## config.mk

```make
export PLATFORM = sky130hd
export DESIGN_NAME = temp_alert_top
export DESIGN_NICKNAME = d
export VERILOG_FILES = /design/src/rtl/temp_alert_pkg.sv /design/src/rtl/temp_alert_dp.sv /design/src/rtl/temp_alert_ctrl.sv /design/src/rtl/temp_alert_top.sv
export SDC_FILE = /design/constraint.sdc
export NUM_CORES = 1
export LEC_CHECK = 0
export BUFFER_PORTS_ARGS = -buffer_cell sky130_fd_sc_hd__buf_2
export CORE_UTILIZATION = 46
export DETAILED_ROUTE_END_ITERATION = 8
export GPL_ROUTABILITY_DRIVEN = 0
export PLACE_DENSITY = 0.84
export REMOVE_ABC_BUFFERS = 1
export SLEW_MARGIN = 40
export SYNTH_ARGS = -nofsm -noshare
export SYNTH_HDL_FRONTEND = slang
export SYNTH_SLANG_ARGS = --single-unit
export TNS_END_PERCENT = 10
```

## constraint.sdc

```tcl
create_clock -name clk -period 2 [get_ports clk]
set_input_delay 0.2 -clock clk [delete_from_list [all_inputs] [get_ports clk]]
set_output_delay 0.2 -clock clk [all_outputs]
set_load 0.02 [all_outputs]
```

## src/rtl/temp_alert_pkg.sv

```systemverilog
package temp_alert_pkg;
  // Strobes the datapath hands to the control
  typedef struct packed {
    logic valid;   // a conversion finished this cycle
    logic over;    // reading above upper limit
    logic under;   // reading below lower limit
    logic rstReq;  // alert-reset bit written as 1
  } tempEvt_t;

  // Static configuration fields the control needs
  typedef struct packed {
    logic alertOff;
    logic activeHigh;
  } cfgCtl_t;
endpackage

```

## src/rtl/temp_alert_dp.sv

```systemverilog
module temp_alert_dp
  import temp_alert_pkg::*;
#(
  parameter int DATA_W = 16,
  parameter int CMP_W = 11,
  parameter int CFG_W = 8,
  parameter logic [DATA_W-1:0] HI_RESET = 16'h7FE0,
  parameter logic [DATA_W-1:0] LO_RESET = 16'h8000,
  parameter logic [CFG_W-1:0] CFG_RESET = 8'h40,
  parameter int OFF_BIT = 5,
  parameter int POL_BIT = 4,
  parameter int RST_BIT = 3,
  parameter int SHOT_BIT = 2
) (
  input  logic              clk,
  input  logic              rstN,
  input  logic              convDone,
  input  logic [DATA_W-1:0] convData,
  input  logic [DATA_W-1:0] limWrData,
  input  logic              hiLimWr,
  input  logic              loLimWr,
  input  logic              cfgWr,
  input  logic [CFG_W-1:0]  cfgWrData,
  output tempEvt_t          evt,
  output cfgCtl_t           cfgCtl,
  output logic [DATA_W-1:0] hiLimRd,
  output logic [DATA_W-1:0] loLimRd,
  output logic [CFG_W-1:0]  cfgRd
);
  localparam int LSB = DATA_W - CMP_W;

  logic [CMP_W-1:0] hiLim;
  logic [CMP_W-1:0] loLim;
  logic [CFG_W-1:0] cfgReg;
  logic [CFG_W-1:0] cfgMask;
  logic signed [CMP_W-1:0] reading;

  // Bits that always read zero in the configuration byte
  always_comb begin
    cfgMask = '1;
    cfgMask[RST_BIT] = 1'b0;
    cfgMask[SHOT_BIT] = 1'b0;
  end

  always_ff @(posedge clk) begin
    if (!rstN) begin
      hiLim  <= HI_RESET[DATA_W-1:LSB];
      loLim  <= LO_RESET[DATA_W-1:LSB];
      cfgReg <= CFG_RESET & cfgMask;
    end else begin
      if (hiLimWr) hiLim <= limWrData[DATA_W-1:LSB];
      if (loLimWr) loLim <= limWrData[DATA_W-1:LSB];
      if (cfgWr) cfgReg <= cfgWrData & cfgMask;
    end
  end

  assign reading = $signed(convData[DATA_W-1:LSB]);

  always_comb begin
    evt.valid  = convDone;
    evt.over   = convDone && (reading > $signed(hiLim));
    evt.under  = convDone && (reading < $signed(loLim));
    evt.rstReq = cfgWr && cfgWrData[RST_BIT];
  end

  assign cfgCtl.alertOff   = cfgReg[OFF_BIT];
  assign cfgCtl.activeHigh = cfgReg[POL_BIT];

  assign hiLimRd = {hiLim, {LSB{1'b0}}};
  assign loLimRd = {loLim, {LSB{1'b0}}};
  assign cfgRd   = cfgReg;

  // a limit write is seen on the read port in the next cycle
  p_limit_store_r11: assert property (@(posedge clk) disable iff (!rstN)
    hiLimWr |=> hiLimRd[DATA_W-1:LSB] == $past(limWrData[DATA_W-1:LSB]));
endmodule

```

## src/rtl/temp_alert_ctrl.sv

```systemverilog
module temp_alert_ctrl
  import temp_alert_pkg::*;
(
  input  logic     clk,
  input  logic     rstN,
  input  tempEvt_t evt,
  input  cfgCtl_t  cfgCtl,
  input  logic     araClr,
  input  logic     csRd,
  output logic     alertPin,
  output logic     alertStat,
  output logic     highFlag,
  output logic     lowFlag
);
  logic alertActive;
  logic overLast;
  logic underLast;
  logic overNow;
  logic underNow;
  logic clrReq;

  assign clrReq   = evt.rstReq || araClr;
  assign overNow  = evt.valid ? evt.over  : overLast;
  assign underNow = evt.valid ? evt.under : underLast;

  always_ff @(posedge clk) begin
    if (!rstN) begin
      alertActive <= 1'b0;
      overLast    <= 1'b0;
      underLast   <= 1'b0;
      highFlag    <= 1'b0;
      lowFlag     <= 1'b0;
    end else begin
      if (evt.valid) begin
        overLast  <= evt.over;
        underLast <= evt.under;
      end
      // Alert state: disable wins, then an over reading, then clears
      if (cfgCtl.alertOff)              alertActive <= 1'b0;
      else if (evt.valid && evt.over)   alertActive <= 1'b1;
      else if (evt.valid && evt.under)  alertActive <= 1'b0;
      else if (clrReq)                  alertActive <= 1'b0;
      // History flags
      if (evt.valid && evt.over)        highFlag <= 1'b1;
      else if (csRd && !overNow)        highFlag <= 1'b0;
      if (evt.valid && evt.under)       lowFlag <= 1'b1;
      else if (csRd && !underNow)       lowFlag <= 1'b0;
    end
  end

  always_comb begin
    if (alertActive && !cfgCtl.alertOff) alertPin = cfgCtl.activeHigh;
    else                                 alertPin = !cfgCtl.activeHigh;
  end
  assign alertStat = alertPin;

  // an over-limit reading on an enabled alert raises it
  p_over_sets_r3: assert property (@(posedge clk) disable iff (!rstN)
    (evt.valid && evt.over && !cfgCtl.alertOff) |=> alertActive);
  // an under-limit reading lowers it
  p_under_clears_r4: assert property (@(posedge clk) disable iff (!rstN)
    (evt.valid && evt.under && !evt.over) |=> !alertActive);
  // a clear without a competing over reading lowers it
  p_clear_wins_r5: assert property (@(posedge clk) disable iff (!rstN)
    (clrReq && !(evt.valid && evt.over)) |=> !alertActive);
  // a disabled alert holds no state
  p_disabled_idle_r6: assert property (@(posedge clk) disable iff (!rstN)
    cfgCtl.alertOff |=> !alertActive);
  // without a status read the high flag cannot drop
  p_high_hold_r9: assert property (@(posedge clk) disable iff (!rstN)
    (highFlag && !csRd) |=> highFlag);
  // without a status read the low flag cannot drop
  p_low_hold_r10: assert property (@(posedge clk) disable iff (!rstN)
    (lowFlag && !csRd) |=> lowFlag);
endmodule

```

## src/rtl/temp_alert_top.sv

```systemverilog
module temp_alert_top
  import temp_alert_pkg::*;
#(
  parameter int DATA_W = 16,
  parameter int CMP_W = 11,
  parameter int CFG_W = 8
) (
  input  logic              clk,
  input  logic              rstN,
  input  logic              convDone,
  input  logic [DATA_W-1:0] convData,
  input  logic [DATA_W-1:0] limWrData,
  input  logic              hiLimWr,
  input  logic              loLimWr,
  input  logic              cfgWr,
  input  logic [CFG_W-1:0]  cfgWrData,
  input  logic              araClr,
  input  logic              csRd,
  output logic              alertPin,
  output logic              alertStat,
  output logic              highFlag,
  output logic              lowFlag,
  output logic [DATA_W-1:0] hiLimRd,
  output logic [DATA_W-1:0] loLimRd,
  output logic [CFG_W-1:0]  cfgRd
);
  tempEvt_t evt;
  cfgCtl_t  cfgCtl;

  temp_alert_dp #(.DATA_W(DATA_W), .CMP_W(CMP_W), .CFG_W(CFG_W)) u_dp (
    .clk(clk), .rstN(rstN), .convDone(convDone), .convData(convData),
    .limWrData(limWrData), .hiLimWr(hiLimWr), .loLimWr(loLimWr),
    .cfgWr(cfgWr), .cfgWrData(cfgWrData), .evt(evt), .cfgCtl(cfgCtl),
    .hiLimRd(hiLimRd), .loLimRd(loLimRd), .cfgRd(cfgRd)
  );

  temp_alert_ctrl u_ctrl (
    .clk(clk), .rstN(rstN), .evt(evt), .cfgCtl(cfgCtl), .araClr(araClr),
    .csRd(csRd), .alertPin(alertPin), .alertStat(alertStat),
    .highFlag(highFlag), .lowFlag(lowFlag)
  );
endmodule

```

==> Word level (Yosys, flattened, before mapping) <==
Cells that the tools add are included.
{ "totals": {"reg_bits": 33, "out_inout_bits": 44, "word_cells": 38} }
{ "op_classes": {"magnitude_cmp": 2, "mux": 10, "bitwise": 1, "n_reduce_logical": 17} }
{ "op_table": {"columns": ["op", "count"], "rows": [
  ["$gt A11 B11 Y1", 1],
  ["$lt A11 B11 Y1", 1],
  ["$mux W1", 10],
  ["$logic_and A1 B1 Y1", 8],
  ["$logic_not A1 Y1", 4],
  ["$reduce_bool A2 Y1", 2],
  ["$reduce_bool A3 Y1", 1],
  ["$reduce_or A2 Y1", 1],
  ["$logic_or A1 B1 Y1", 1],
  ["$not A1 Y1", 1]
]} }

==> Longest topological paths before layout <==
{ "logic_depth": {"ltp_word": 7, "ltp_mapped": 7, "ltp_nobuf": 7} }

==> Hierarchy <==
A second synthesis with hierarchy kept.
{ "hier_totals": {"hier_cells": 211, "area_unflattened_um2": 1903.1} }
{ "modules_own_cells": {"columns": ["mod", "n_inst", "cells_per_inst", "area_each_um2", "seq_area_each_um2"], "rows": [
  ["temp_alert_dp", 1, 188, 1684.1, 560.5],
  ["temp_alert_ctrl", 1, 23, 219.0, 100.1]
]} }

==> Worst setup path before layout <==
No wires, ideal clock.
{ "synth_timing": {"kind": "register to register", "from": "register u_dp.hiLim[6]", "to": "register u_ctrl.highFlag", "setup_time_ps": 115, "t_arrival_ps": 1817, "required_time_ps": 1885, "setup_slack_ps": 68, "path_stages_with_launch": 8, "period_less_slack_ps": 1932, "cell_sequence": "dfxtp_1 inv_1 ha_1 and3_4 a221o_1 a211oi_2 a211oi_2 o21a_1"} }
{ "synth_between": {"elab_chain_len": 6} }
{ "synth_rtl": {"columns": ["element", "line_no", "rtl"], "rows": [
  ["start, declared", "temp_alert_dp.sv:32", "logic [CMP_W-1:0] hiLim;"],
  ["start signal, assigned", "temp_alert_dp.sv:47", "hiLim <= HI_RESET[DATA_W-1:LSB];"],
  ["start signal, assigned", "temp_alert_dp.sv:51", "if (hiLimWr) hiLim <= limWrData[DATA_W-1:LSB];"],
  ["$gt A11 B11 Y1 (*)", "temp_alert_dp.sv:61", "evt.over = convDone && (reading > $signed(hiLim));"],
  ["$logic_and A1 B1 Y1 (*)", "temp_alert_dp.sv:61", null],
  ["$mux W1", "temp_alert_ctrl.sv:23", "assign overNow = evt.valid ? evt.over : overLast;"],
  ["$logic_not A1 Y1", "temp_alert_ctrl.sv:45", "else if (csRd && !overNow) highFlag <= 1'b0;"],
  ["$logic_and A1 B1 Y1", "temp_alert_ctrl.sv:45", null],
  ["$reduce_bool A2 Y1 (no source line)", null, null],
  ["end signal, assigned", "temp_alert_ctrl.sv:31", "highFlag <= 1'b0;"],
  ["end signal, assigned", "temp_alert_ctrl.sv:44", "if (evt.valid && evt.over) highFlag <= 1'b1;"],
  ["end signal, assigned", "temp_alert_ctrl.sv:45", null],
  ["end, declared", "temp_alert_ctrl.sv:12", "output logic highFlag,"]
]} }
Mark *: on every way between the ends. The rest lies on a longest branch, timed or not.
A chain may end at the register's enable or synchronous reset.

==> Worst setup path in the final report <==
{ "layout_timing": {"from": "register u_dp.hiLim[2]", "to": "register u_ctrl.overLast"} }
{ "layout_between": {"elab_chain_len": 3} }
{ "layout_rtl": {"columns": ["element", "line_no", "rtl"], "rows": [
  ["$gt A11 B11 Y1", "temp_alert_dp.sv:61", null],
  ["$logic_and A1 B1 Y1", "temp_alert_dp.sv:61", null],
  ["$mux W1", null, null],
  ["end signal, assigned", "temp_alert_ctrl.sv:35", "overLast <= evt.over;"],
  ["end, declared", "temp_alert_ctrl.sv:16", "logic overLast;"]
]} }
Every way passes these cells.

==> results.json <==
{
  "outcome": "finished clean",
  "timing.max_cap.violations": 0,
  "period_minus_slack_ns": 1.90,
  "final_hold_viol_count": 0,
  "synth_enable_flop_cells": 0,
  "die_w_um": 66.1,
  "global_route_wire_length_before_repair_mm": 6.00,
  "cp_data_arrival_time_ns": 2.13,
  "num_antenna_cells": 0,
  "synth.yosys.seq_area_share_pct": 34.9,
  "setup_repair_after_global_routing_missed_its_margin": "false",
  "global_route.usage.met2_pct": 29.8,
  "cts_hold_buffers": 0,
  "intPower_w": 0.00136,
  "number_of_global_route_vias_before_repair": 1428,
  "finalCritPeriodShare_pct": 95.2,
  "number_of_nets_with_antenna_violations_after_detailed_routing": 0,
  "cts_htree_levels": 2,
  "timing.reg2reg.worst_path_depth": 7,
  "design.die.area_um2": 4370,
  "rows": 22,
  "delay_of_the_slowest_cell_on_the_worst_path_ns": 0.35,
  "placement.setup.worst_slack_ns": 0.132,
  "detailedRoute.firstIterationViolations": 40,
  "max_clock_buf_depth": 2,
  "power.static_leakage_nw": 1.22,
  "dominantRegCellSynth": "sky130_fd_sc_hd__dfxtp_1",
  "hold_slack_ns": 0.127,
  "ctsRootBufferMaster": "sky130_fd_sc_hd__clkbuf_8",
  "grt_overflow": 0,
  "worstPathCellList": "inv_1, ha_1, and3b_2, o2111a_1, o21a_1, a211oi_2, o21a_1",
  "insertion_delay_ns": 0.29,
  "buffer_ports.inserted": 68,
  "timing.critical_path.to_type": "flop",
  "totalNegativeSetupSlack_ns": 0,
  "dp_hpwl_mm": 2.88,
  "netlist_area_um2": 1890,
  "most_used_cell_along_the_critical_path": "sky130_fd_sc_hd__o21a_1",
  "busiest_layer": "met2",
  "max_slew_margin_pct": 64.1,
  "post_drt_wl_per_cell_um": 11.9,
  "timing_worst_slew_pin_value_ns": 0.538,
  "maxSlewViolCount": 0,
  "cts_tree": "done",
  "crit_path_start_kind": "flop",
  "grtUsageMet1_pct": 22.1,
  "number_of_nets_at_the_end_of_the_flow": 338,
  "power_switching_share_pct": 27.1,
  "hold-path-cell-count": 3,
  "largest_vdd_supply_drop_mv": 0.453,
  "globalRouteTotalUtil_pct": 18.3,
  "ioPinCount": 92,
  "drt-vias-per-instance": 4.86,
  "wl_mm": 3.80,
  "grt_start_max_net_pins": 35,
  "max_clock_freq_ghz": 0.525,
  "drc_errors": 0,
  "clock_network_power_share_pct": 40.1,
  "switching_power_w": 0.000506,
  "grt_antenna_before_repair": 0,
  "fp.dieH_um": 66.1,
  "cts_inserted_buffers": 5,
  "synth-warning-count": 0,
  "synth_cells": 203,
  "layout_cells_sized_above_1_pct": 31.5,
  "seqPwrFrac_pct": 38.9,
  "yosys_register_bits": 33,
  "worstSetupPathType": "flop to flop",
  "crit_fanout": 3,
  "power_frac_comb_pct": 21.0,
  "critical_path_required_ns": 2.23,
  "groute.layer.met3.usage_pct": 6.03,
  "setup_slack_ns": 0.0955,
  "asyncSetResetFlopFracSynth_pct": 0,
  "yosysUniqueCellTypes": 33,
  "finClkSkew_ns": 0.00898,
  "cts.reportedPaths.clkPinSlew_ns": 0.07,
  "dr_total_vias": 1545,
  "detail_route.first_pass.iterations": 4,
  "core_um2": 3800,
  "cts.sink_count": 33,
  "power_per_cell_area_nw_per_um2": 798,
  "critical-path-slowest-cell": "sky130_fd_sc_hd__dfxtp_1",
  "hold_path_class": "input pin to flop",
  "avgSynthCellArea_um2": 9.31,
  "flow.area_growth_from_synthesis_pct": 23.8,
  "setup_viol_count_final": 0,
  "start_util_pct": 49.8
}
-- per-layer routing --
layer	routed length, µm	vias up
li1	-	801
met1	1760	681
met2	1730	59
met3	266	4
met4	36	0
met5	0	-
-- worst max-delay path, delay by kind of cell, from the launching register on --
kind / cells / cell delay [ns]
simple gates: 1 / 0.20
flops: 1 / 0.35
buf+inv: 1 / 0.06
fa+ha+maj: 1 / 0.30
compound gates: 4 / 0.93
-- cell type report --
class / count / area (µm²)
Tap cell: 48 / 60.1
Sequential cell: 33 / 661
Inverter: 23 / 86.3
Multi-Input combinational cell: 138 / 1060
Clock buffer: 5 / 68.8
Fill cell: 356 / 1460
Clock inverter: 3 / 65.1
Timing Repair Buffer: 68 / 340
-- power groups by stage --
stage	Combinational, W	Sequential (W)	Clock, W
after global placement	0.000377	0.000740	0
after CTS	0.000388	0.000727	0.000769
after detailed placement	0.000386	0.000741	0
after floorplan	0.000195	0.000789	0
after global routing	0.000433	0.000732	0.000793
final	0.000391	0.000726	0.000749
-- registers in the layout (all words and copies together), names as in the netlist --
name                flops
u_dp.hiLim             11
u_dp.loLim             11
u_dp.cfgRd              6
u_ctrl.alertActive      1
u_ctrl.highFlag         1
u_ctrl.lowFlag          1
u_ctrl.overLast         1
u_ctrl.underLast        1
-- synth_stat cells (all sizes together) (2+ instances only) --
master,n,area share (%)
a211oi,3,1.7
a21o,2,0.93
a21oi,6,1.6
buf,14,5.4
clkbuf,6,1.7
dfxtp,33,35
ha,21,14
inv,23,4.6
mux2i,19,10
nand2,18,3.6
nand3,2,0.53
nor2b,20,6.6
nor3,2,0.53
o211ai,10,4.0
o21a,7,2.8
o21ai,3,0.79
-- repair_timing --
action / CTS / global route
endpoints found under the setup margin: 0 / 3
resized for setup: 0 / 2
setup buffers: 0 / 0
endpoints found under the hold margin: 0 / 0
-- placed cells by master, fill, tap and decap left out, drive strengths merged, types with 5 or more instances in the layout --
cell / synthesis / routed
buf: 14 / 68
dfxtp: 33 / 33
inv: 23 / 23
ha: 21 / 21
nor2b: 20 / 20
mux2i: 19 / 19
nand2: 18 / 18
conb: 1 / 12
o211ai: 10 / 10
o21a: 7 / 7
a21oi: 6 / 6
clkbuf: 6 / 5
-- cell families after synthesis --
family / share of synthesized area (%)
AO/OA/AOI/OAI: 14.3
XOR/XNOR: 0.463
adder cells (fa/ha/maj): 13.9
buffers and inverters: 11.7
flip-flops: 34.9
multiplexers: 10.1
other: 0.198
AND/OR/NAND/NOR: 14.4
-- worst paths after layout --
| check | start | slack, ns | endpoint |
|---|---|---|---|
| hold / removal | cfgWrData[6] | 0.13 | u_dp.cfgRd[6]$_SDFFE_PN1P_ |
| hold reg to reg | u_dp.cfgRd[6]$_SDFFE_PN1P_ | 0.48 | u_dp.cfgRd[6]$_SDFFE_PN1P_ |
| setup / recovery | u_dp.hiLim[2]$_SDFFE_PN1P_ | 0.1 | u_ctrl.overLast$_SDFF_PN0_ |
| setup reg to reg | u_dp.hiLim[2]$_SDFFE_PN1P_ | 0.1 | u_ctrl.overLast$_SDFF_PN0_ |
-- through the flow --
| stage | cells | instance area, µm² | total power, W | util (%) |
|---|---|---|---|---|
| after floorplan | 194 | 1800 | 0.000984 | - |
| after global placement | 310 | 2200 | 0.00112 | 57.8 |
| after detailed placement | 310 | 2200 | 0.00113 | 57.8 |
| after CTS | 318 | 2330 | 0.00188 | 61.4 |
| after global routing | 318 | 2340 | 0.00196 | 61.6 |
| final | 318 | 2340 | 0.00187 | 61.6 |
No activity file was read; power rests on OpenSTA's default activity.
